File: config.mk
export PLATFORM = sky130hd
export DESIGN_NAME = npc_trap_seq
export DESIGN_NICKNAME = d
export VERILOG_FILES = /design/src/rtl/npc_pkg.sv /design/src/rtl/npc_decode.sv /design/src/rtl/npc_target.sv /design/src/rtl/npc_print.sv /design/src/rtl/npc_trap_seq.sv
export SDC_FILE = /design/constraint.sdc
export NUM_CORES = 1
export LEC_CHECK = 0
export ABC_AREA = 1
export BUFFER_PORTS_ARGS = -buffer_cell sky130_fd_sc_hd__buf_2
export CORE_MARGIN = 1.5
export CORE_UTILIZATION = 50
export DETAILED_ROUTE_END_ITERATION = 12
export GPL_ROUTABILITY_DRIVEN = 0
export PLACE_DENSITY = 0.84
export SLEW_MARGIN = 20
export SYNTH_ARGS = -nofsm -noshare
export SYNTH_HDL_FRONTEND = slang
export SYNTH_HIERARCHICAL = 1
export SYNTH_SLANG_ARGS = --single-unit
File: constraint.sdc
create_clock -name clk -period 3.7 [get_ports clk]
set_input_delay 0.925 -clock clk [delete_from_list [all_inputs] [get_ports clk]]
set_output_delay 0.925 -clock clk [all_outputs]
set_load 0.02 [all_outputs]
File: src/rtl/npc_pkg.sv
package npc_pkg;
  localparam int OPW  = 5;
  localparam int XOPW = 12;
  localparam int RIW  = 5;

  localparam logic [OPW-1:0]  OP_JUMP   = 5'd6;
  localparam logic [OPW-1:0]  OP_CALL   = 5'd7;
  localparam logic [OPW-1:0]  OP_BR_NZ  = 5'd8;
  localparam logic [OPW-1:0]  OP_BR_Z   = 5'd9;
  localparam logic [OPW-1:0]  OP_UNDEF_LO = 5'd25;
  localparam logic [OPW-1:0]  OP_UNDEF_HI = 5'd30;
  localparam logic [OPW-1:0]  OP_EXT    = 5'd31;
  localparam logic [XOPW-1:0] XO_RETURN = 12'd18;
  localparam logic [XOPW-1:0] XO_TRAP   = 12'd19;
  localparam logic [XOPW-1:0] XO_FIRST_UNDEF = 12'd23;

  typedef enum logic [3:0] {
    K_SEQ, K_JUMP, K_CALL, K_BR_NZ, K_BR_Z, K_RETURN,
    K_STOP, K_PRINT_INT, K_PRINT_CHR, K_UNDEF
  } flow_kind_e;
endpackage

File: src/rtl/npc_decode.sv
module npc_decode
  import npc_pkg::*;
(
  input  logic [OPW-1:0]  opcode,
  input  logic [XOPW-1:0] xop,
  input  logic [RIW-1:0]  r1_idx,
  output flow_kind_e      kind
);
  always_comb begin
    kind = K_SEQ;
    if (opcode == OP_JUMP)                             kind = K_JUMP;
    else if (opcode == OP_CALL)                        kind = K_CALL;
    else if (opcode == OP_BR_NZ)                       kind = K_BR_NZ;
    else if (opcode == OP_BR_Z)                        kind = K_BR_Z;
    else if (opcode >= OP_UNDEF_LO && opcode <= OP_UNDEF_HI) kind = K_UNDEF;
    else if (opcode == OP_EXT) begin
      if (xop == XO_RETURN) kind = K_RETURN;
      else if (xop == XO_TRAP) begin
        case (r1_idx)
          5'd0:    kind = K_STOP;
          5'd1:    kind = K_PRINT_INT;
          5'd2:    kind = K_PRINT_CHR;
          default: kind = K_UNDEF;
        endcase
      end
      else if (xop >= XO_FIRST_UNDEF) kind = K_UNDEF;
    end
  end
endmodule

File: src/rtl/npc_target.sv
module npc_target
  import npc_pkg::*;
#(
  parameter int XLEN = 32,
  parameter int AW   = 22
) (
  input  flow_kind_e       kind,
  input  logic [XLEN-1:0]  pc,
  input  logic [AW-1:0]    addr_field,
  input  logic [XLEN-1:0]  r1_val,
  output logic [XLEN-1:0]  next_pc,
  output logic [XLEN-1:0]  seq_pc
);
  localparam logic [XLEN-1:0] ONE = XLEN'(1);
  logic [XLEN-1:0] abs_target;
  logic            r1_zero;

  assign seq_pc     = pc + ONE;
  assign abs_target = {{(XLEN-AW){addr_field[AW-1]}}, addr_field};
  assign r1_zero    = (r1_val == '0);

  always_comb begin
    case (kind)
      K_JUMP, K_CALL: next_pc = abs_target;
      K_BR_NZ:        next_pc = r1_zero ? seq_pc : abs_target;
      K_BR_Z:         next_pc = r1_zero ? abs_target : seq_pc;
      K_RETURN:       next_pc = r1_val;
      K_STOP:         next_pc = pc;
      default:        next_pc = seq_pc;
    endcase
  end
endmodule

File: src/rtl/npc_print.sv
module npc_print #(
  parameter int XLEN = 32
) (
  input  logic            clk,
  input  logic            rst_n,
  input  logic            load,
  input  logic            load_is_char,
  input  logic [XLEN-1:0] load_data,
  input  logic            out_ready,
  output logic            out_valid,
  output logic [XLEN-1:0] out_data,
  output logic            out_is_char
);
  always_ff @(posedge clk) begin
    if (!rst_n) begin
      out_valid   <= 1'b0;
      out_data    <= '0;
      out_is_char <= 1'b0;
    end else if (load) begin
      out_valid   <= 1'b1;
      out_data    <= load_data;
      out_is_char <= load_is_char;
    end else if (out_ready) begin
      out_valid   <= 1'b0;
    end
  end

  a_r9_hold_under_stall: assert property (@(posedge clk) disable iff (!rst_n)
    out_valid && !out_ready |=> out_valid && $stable(out_data) && $stable(out_is_char));
endmodule

File: src/rtl/npc_trap_seq.sv
module npc_trap_seq
  import npc_pkg::*;
#(
  parameter int XLEN = 32,
  parameter int AW   = 22
) (
  input  logic            clk,
  input  logic            rst_n,
  input  logic            instr_valid,
  output logic            instr_ready,
  input  logic [4:0]      opcode,
  input  logic [11:0]     xop,
  input  logic [4:0]      r1_idx,
  input  logic [AW-1:0]   addr_field,
  input  logic [XLEN-1:0] r1_val,
  input  logic [XLEN-1:0] r30_val,
  output logic [XLEN-1:0] pc,
  output logic            link_we,
  output logic [4:0]      link_idx,
  output logic [XLEN-1:0] link_val,
  output logic            halt,
  output logic            illegal,
  output logic            print_valid,
  input  logic            print_ready,
  output logic [XLEN-1:0] print_data,
  output logic            print_is_char
);
  flow_kind_e      kind;
  logic [XLEN-1:0] pc_q, next_pc, seq_pc;
  logic            halt_q, accept, print_stall;

  npc_decode u_dec (
    .opcode (opcode), .xop (xop), .r1_idx (r1_idx), .kind (kind)
  );

  npc_target #(.XLEN(XLEN), .AW(AW)) u_tgt (
    .kind (kind), .pc (pc_q), .addr_field (addr_field), .r1_val (r1_val),
    .next_pc (next_pc), .seq_pc (seq_pc)
  );

  assign print_stall = print_valid && !print_ready;
  assign instr_ready = !halt_q && !print_stall;
  assign accept      = instr_valid && instr_ready;

  npc_print #(.XLEN(XLEN)) u_prt (
    .clk (clk), .rst_n (rst_n),
    .load (accept && (kind == K_PRINT_INT || kind == K_PRINT_CHR)),
    .load_is_char (kind == K_PRINT_CHR), .load_data (r30_val),
    .out_ready (print_ready), .out_valid (print_valid),
    .out_data (print_data), .out_is_char (print_is_char)
  );

  always_ff @(posedge clk) begin
    if (!rst_n) begin
      pc_q   <= '0;
      halt_q <= 1'b0;
    end else if (accept) begin
      pc_q <= next_pc;
      if (kind == K_STOP) halt_q <= 1'b1;
    end
  end

  assign pc       = pc_q;
  assign halt     = halt_q;
  assign link_we  = accept && (kind == K_CALL) && (r1_idx != '0);
  assign link_idx = r1_idx;
  assign link_val = seq_pc;
  assign illegal  = accept && (kind == K_UNDEF);

  a_r7_halt_sticky: assert property (@(posedge clk) disable iff (!rst_n)
    halt |=> halt);
  a_r7_pc_frozen: assert property (@(posedge clk) disable iff (!rst_n)
    halt |=> $stable(pc));
  a_r4_call_target: assert property (@(posedge clk) disable iff (!rst_n)
    link_we |=> pc == $past({{(XLEN-AW){addr_field[AW-1]}}, addr_field}));
  a_r10_undef_steps: assert property (@(posedge clk) disable iff (!rst_n)
    illegal |=> pc == $past(pc) + XLEN'(1));
  a_r9_no_move_on_stall: assert property (@(posedge clk) disable iff (!rst_n)
    print_valid && !print_ready |=> $stable(pc));
endmodule

==> results.toml, run 1 <==
[timing]
hold_violations = 0
fmax_mhz = 284
post-route-period-util_pct = 95.3
relSlewSlack_pct = 47.1
finalSetupTns_ns = 0
worst_pin_slew_ns = 0.794
rsz0062_at_grt = "no"
finClkSkew_ns = 0.00406
finalMaxSlewViolations = 0
min_period_ns = 3.53
finalSetupViolCount = 0

[logic_synthesis]
synth-warning-count = 6
synth-simple-area-share_pct = 51.9
syn_area_per_cell_um2 = 5.31
synth_mux_area_share_pct = 0
synthCells = 1185
yosysSeqAreaShare_pct = 21.3
synth_fp_nets = 1298
synth_xor_area_share_pct = 0.835
yosys.cell_types.count = 37
synth_area_um2 = 6300
synth_fa_ha_area_share_pct = 0.199
synth_compound_area_share_pct = 9.72
synth_top_family_by_area = "simple AND/OR/NAND/NOR gates"
yosys_register_bits = 67

[setup_path]
cp_num_buf_inv = 4
crit_top_cell = "nor2_1"
crit_type = "primary input to output pin"
crit_slowest_cell = "or2_2"
worstSetupStartpointType = "primary input"
r2r_end = "pc[18]$_SDFFE_PN0P_"
crit_path_cell_trace = "buf_2 -> nor2_1 -> nand2_1 -> or2_2 -> nor2_1 -> nand3_1 -> o311ai_0 -> buf_4 -> inv_1 -> nor2_1 -> nand3_1 -> nor2_1 -> buf_2"
r2r_slack_ns = 1.49
endpoint = "link_we"
critPathRequiredTime_ns = 2.77
r2r_start = "pc[0]$_SDFFE_PN0P_"
crit_fanout = 6
max_stage_delay_ns = 0.28
crit_path_end_kind = "output pin"
worst_ep_arrival_time_ns = 2.60
ff2ff_path_depth = 14
path_depth = 13
crit_path_start = "r1_idx[3]"
critPathTopFamily = "simple AND/OR/NAND/NOR gates"

[place]
port_buffers = 218
dp_hpwl_um = 15100
dp_cells = 1542

[layout]
n_antenna_cell = 0
final_cells = 1558
drive_gt1_share_pct = 22.2
fin_nets = 1498
area_growth_syn_to_layout_pct = 23.7
layout_common_cells = "nand2_1 (384), nor2_1 (219), buf_2 (218)"
layout_commonest_cell = "nand2_1"

[pwr]
peakVddDrop_mv = 0.279
powerDensity_nw_per_um2 = 324
p_leak_nw = 4.40

[floorplanning]
placementRows = 40
start_util_pct = 51.8
dieArea_um2 = 13300
die_h_um = 115
io_pins = 219
core_um2 = 12200
die_x_um = 115

[clocking]
clock-sinks = 67
cts_setup_buffers = 0
clk_latency_ns = 0.34
cts_htree_levels = 3
ctsResizeCount = 0
cts_hold_buf = 0
cts_tree = "built"
clockBufferDepth = 2
cts_root_buf = "clkbuf_16"
numCtsBuffers = 9
path_clk_slew_ns = 0.06

[grt]
antenna_found_initial = 0
grt_pass1_vias = 6801
grt_usage_pct = 29.9
gr-total-overflow = 0
grt_pass1_wl_um = 31900
grt_start_max_net_pins = 67

[routing]
first_pass_iters = 5
wl_per_cell_um = 13.0
post-route-drc-count = 0
drtIter0Drc = 956
drtAntennaViolNets = 0
drt_wl_total_um = 20300
vias = 7909
viasPerCell = 5.08

[run_status]
outcome = "finished clean"

[worst_hold_path]
hp-class = "flop to flop"

[flow_run]
drv_cap = 0
## where the power goes
part | internal, mW | switching, mW
Clock | 0.526 | 0.349
Sequential | 0.774 | 0.0687
Combinational | 0.290 | 0.520
## per-stage QoR
stage | hold WS [ns] | area [um^2] | utilization [%] | worst slack (ns) | power [mW]
6_report | 0.483 | 7790 | 64.1 | 0.174 | 2.53
4_1_cts | 0.482 | 7790 | 64.1 | 0.190 | 2.53
2_1_floorplan | 0.542 | 6300 | - | 0.0589 | 1.39
5_1_grt | 0.516 | 7790 | 64.1 | 0.0402 | 2.66
3_5_place_dp | 0.473 | 7490 | 61.6 | 0.167 | 1.65
3_3_place_gp | 0.462 | 7490 | 61.6 | 0.242 | 1.64
## cell families after synthesis
group,Yosys count
fa+ha+maj,1
buf+inv,230
xor+xnor,6
simple gates,776
compound gates,105
flops,67
## worst reg2reg max path: cells and delay by family, from the launching register on
family,cells,cell delay [ns]
AND/OR/NAND/NOR,12,1.32
flip-flops,1,0.49
adder cells (fa/ha/maj),1,0.26
buffers and inverters,1,0.04
## cell usage after synthesis (all sizes together)
cell type    n  share of area, %
a22o         1              0.14
or2          3              0.30
xor2         6              0.83
o311ai       1              0.14
a211oi      26               3.1
nand2      391                24
nand3b       2              0.24
o211ai       1              0.12
nand3      124                10
clkbuf      18               1.5
nor3         4              0.66
nand4        1             0.099
dfxtp       67                21
o21ai       55               4.4
buf         33               3.9
ha           1              0.20
a21oi       20               1.7
o2111ai      1              0.14
inv        179                11
nor2       251                17
## final cells by class
| cell class | count | area, um^2 |
|---|---|---|
| Clock inverter | 5 | 62.6 |
| Clock buffer | 11 | 233 |
| Inverter | 179 | 672 |
| Fill cell | 1167 | 4370 |
| Tap cell | 168 | 210 |
| Timing Repair Buffer | 240 | 1320 |
| Multi-Input combinational cell | 888 | 3950 |
| Sequential cell | 67 | 1340 |
## sequential cells by signal, indices dropped and copies added, names as in the netlist
| name | count |
|---|---|
| u_prt/out_data | 32 |
| u_prt/out_valid | 1 |
| halt | 1 |
| u_prt/out_is_char | 1 |
| pc | 32 |
## worst min path at each step
stage,from,to,slack [ns],depth (start not counted)
finish,u_prt/out_valid$_SDFFE_PN0P_,u_prt/out_valid$_SDFFE_PN0P_,0.48,2
global placement,u_prt/out_valid$_SDFFE_PN0P_,u_prt/out_valid$_SDFFE_PN0P_,0.46,2
CTS,u_prt/out_valid$_SDFFE_PN0P_,u_prt/out_valid$_SDFFE_PN0P_,0.48,2
global route,u_prt/out_data[17]$_SDFFE_PN0P_,u_prt/out_data[17]$_SDFFE_PN0P_,0.52,2
detailed placement,u_prt/out_valid$_SDFFE_PN0P_,u_prt/out_valid$_SDFFE_PN0P_,0.47,2
floorplan,u_prt/out_valid$_SDFFE_PN0P_,u_prt/out_valid$_SDFFE_PN0P_,0.54,2
## layer usage
layer	share of wire, %	global-route usage, %	vias to the layer above	wire [um]
li1	-	-	4025	-
met4	2.4	11.4	0	485
met3	11	6.48	36	2170
met1	42	38.2	3406	8460
met2	45	49.2	442	9150
met5	0	0	-	0
Power figures use the tool's default switching activity.
==> inputs of run 2 (changes only) <==
--- a/config.mk
+++ b/config.mk
@@ -6,7 +6,8 @@
 export NUM_CORES = 1
 export LEC_CHECK = 0
 export ABC_AREA = 1
-export BUFFER_PORTS_ARGS = -buffer_cell sky130_fd_sc_hd__buf_2
+export BUFFER_PORTS_ARGS = -buffer_cell sky130_fd_sc_hd__clkbuf_2
+export CORE_ASPECT_RATIO = 0.75
 export CORE_MARGIN = 1.5
 export CORE_UTILIZATION = 50
 export DETAILED_ROUTE_END_ITERATION = 12
==> run 2 against run 1 <==
  * Final cell count unchanged
  * Critical endpoint unchanged
  * Critical path type unchanged
  * Highest routed layer unchanged
  * Cell area down 0.37%
  * Global-route usage up 1.5 points
==> results.toml, run 2 (synthesized netlist as in run 1, its figures left out) <==
[routing]
post-route-drc-count = 0
drtAntennaViolNets = 0
viasPerCell = 5.18
drt_wl_total_um = 20900
wl_per_cell_um = 13.4
drtIter0Drc = 848
vias = 8063
first_pass_iters = 6

[timing]
worst_pin_slew_ns = 1.03
finalSetupViolCount = 0
rsz0062_at_grt = "no"
finalSetupTns_ns = 0
hold_violations = 0
fmax_mhz = 284
relSlewSlack_pct = 31.2
fin_ws_ns = 0.175
min_period_ns = 3.53
finClkSkew_ns = 0.0103
post-route-period-util_pct = 95.3
finalMaxSlewViolations = 0

[layout]
area_growth_syn_to_layout_pct = 23.3
layout_common_cells = "nand2_1 (384), nor2_1 (219), clkbuf_2 (218)"
drive_gt1_share_pct = 22.4
area.sequential_um2 = 1340
multiInputGateArea_um2 = 3950
fin_nets = 1500
n_antenna_cell = 0
fillers = 1213
layout_commonest_cell = "nand2_1"

[clocking]
numCtsBuffers = 9
clk_latency_ns = 0.34
ctsResizeCount = 0
cts_setup_buffers = 0
clock-sinks = 67
cts_tree = "built"
path_clk_slew_ns = 0.05
cts_htree_levels = 3
cts_root_buf = "clkbuf_16"
clockBufferDepth = 2
cts_hold_buf = 0

[setup_path]
crit_slowest_cell = "or2_2"
max_stage_delay_ns = 0.28
endpoint = "link_we"
r2r_slack_ns = 1.43
r2r_start = "pc[0]$_SDFFE_PN0P_"
crit_path_cell_trace = "clkbuf_2 -> nor2_1 -> nand2_1 -> or2_2 -> nor2_1 -> nand3_1 -> o311ai_0 -> buf_4 -> inv_1 -> nor2_1 -> nand3_1 -> nor2_1 -> clkbuf_2"
crit_path_start = "r1_idx[3]"
worstSetupStartpointType = "primary input"
r2r_end = "pc[10]$_SDFFE_PN0P_"
crit_fanout = 6
crit_top_cell = "nor2_1"
critPathRequiredTime_ns = 2.77
worst_ep_arrival_time_ns = 2.60
crit_type = "primary input to output pin"
crit_path_end_kind = "output pin"
ff2ff_path_depth = 14

[place]
dp_hpwl_um = 15700
port_buffers = 218
dp_slack_ns = 0.0806

[floorplanning]
die_h_um = 100
start_util_pct = 51.3
dieArea_um2 = 13300
core_um2 = 12300
die_x_um = 133
placementRows = 35
io_pins = 219

[pwr]
powerDensity_nw_per_um2 = 329
p_leak_nw = 4.36
peakVddDrop_mv = 0.304

[run_status]
outcome = "finished clean"

[grt]
grt_pass1_wl_um = 33800
gr-total-overflow = 0
antenna_found_initial = 0
grt_pass1_vias = 7005
grt_usage_pct = 31.3
grt_start_max_net_pins = 67

[flow_run]
drv_cap = 0

[worst_hold_path]
hp-class = "flop to flop"
run 2: cell types whose count changed in the layout (fill, tap and decap cells not counted), sizes merged:
cell      delta
buf        -216
clkbuf     +218
clkinv       -1
clkinvlp     +1
run 2: metrics by stage:
stage | cell area, um^2 | cells | util, % | hold slack, ns | total power [mW]
final | 7760 | 1558 | 63.3 | 0.477 | 2.55
after global routing | 7760 | 1558 | 63.3 | 0.518 | 2.69
after CTS | 7760 | 1558 | 63.3 | 0.483 | 2.55
after detailed placement | 7460 | 1542 | 60.8 | 0.475 | 1.66
after global placement | 7460 | 1542 | 60.8 | 0.469 | 1.65
after floorplan | 6300 | 1185 | - | 0.542 | 1.39
run 2: worst max-delay path, delay by kind of cell:
family | cells | cell delay (ns)
AO/OA/AOI/OAI | 1 | 0.11
buffers and inverters | 4 | 0.57
AND/OR/NAND/NOR | 8 | 1.00
run 2: cell type report:
| class | count | share of cell area [%] |
|---|---|---|
| multi-input combinational | 888 | 50.9 |
| sequential | 67 | 17.3 |
| timing repair buffer | 242 | 16.5 |
| inverter | 179 | 8.66 |
| clock buffer | 11 | 3.13 |
| tap | 166 | 2.68 |
| clock inverter | 5 | 0.790 |
run 2: worst min path at each step:
stage / startpoint / endpoint / slack, ns / cells after the start
2_1_floorplan: u_prt/out_valid$_SDFFE_PN0P_ / u_prt/out_valid$_SDFFE_PN0P_ / 0.54 / 2
3_3_place_gp: u_prt/out_valid$_SDFFE_PN0P_ / u_prt/out_valid$_SDFFE_PN0P_ / 0.47 / 2
3_5_place_dp: u_prt/out_valid$_SDFFE_PN0P_ / u_prt/out_valid$_SDFFE_PN0P_ / 0.47 / 2
4_1_cts: u_prt/out_valid$_SDFFE_PN0P_ / u_prt/out_valid$_SDFFE_PN0P_ / 0.48 / 2
5_1_grt: u_prt/out_valid$_SDFFE_PN0P_ / u_prt/out_valid$_SDFFE_PN0P_ / 0.52 / 2
6_report: u_prt/out_valid$_SDFFE_PN0P_ / u_prt/out_valid$_SDFFE_PN0P_ / 0.48 / 2
run 2: where the power goes:
part           internal (mW)  switching [mW]
registers              0.774          0.0726
logic                  0.283           0.537
clock network          0.543           0.343
total                   1.60           0.952
run 2: routing by layer:
| layer | GRT usage [%] | up-vias | share of wire (%) |
|---|---|---|---|
| li1 | - | 4034 | - |
| met1 | 43.7 | 3466 | 43 |
| met2 | 47.6 | 528 | 42 |
| met3 | 8.03 | 35 | 13 |
| met4 | 9.81 | 0 | 1.4 |
| met5 | 0 | - | 0 |
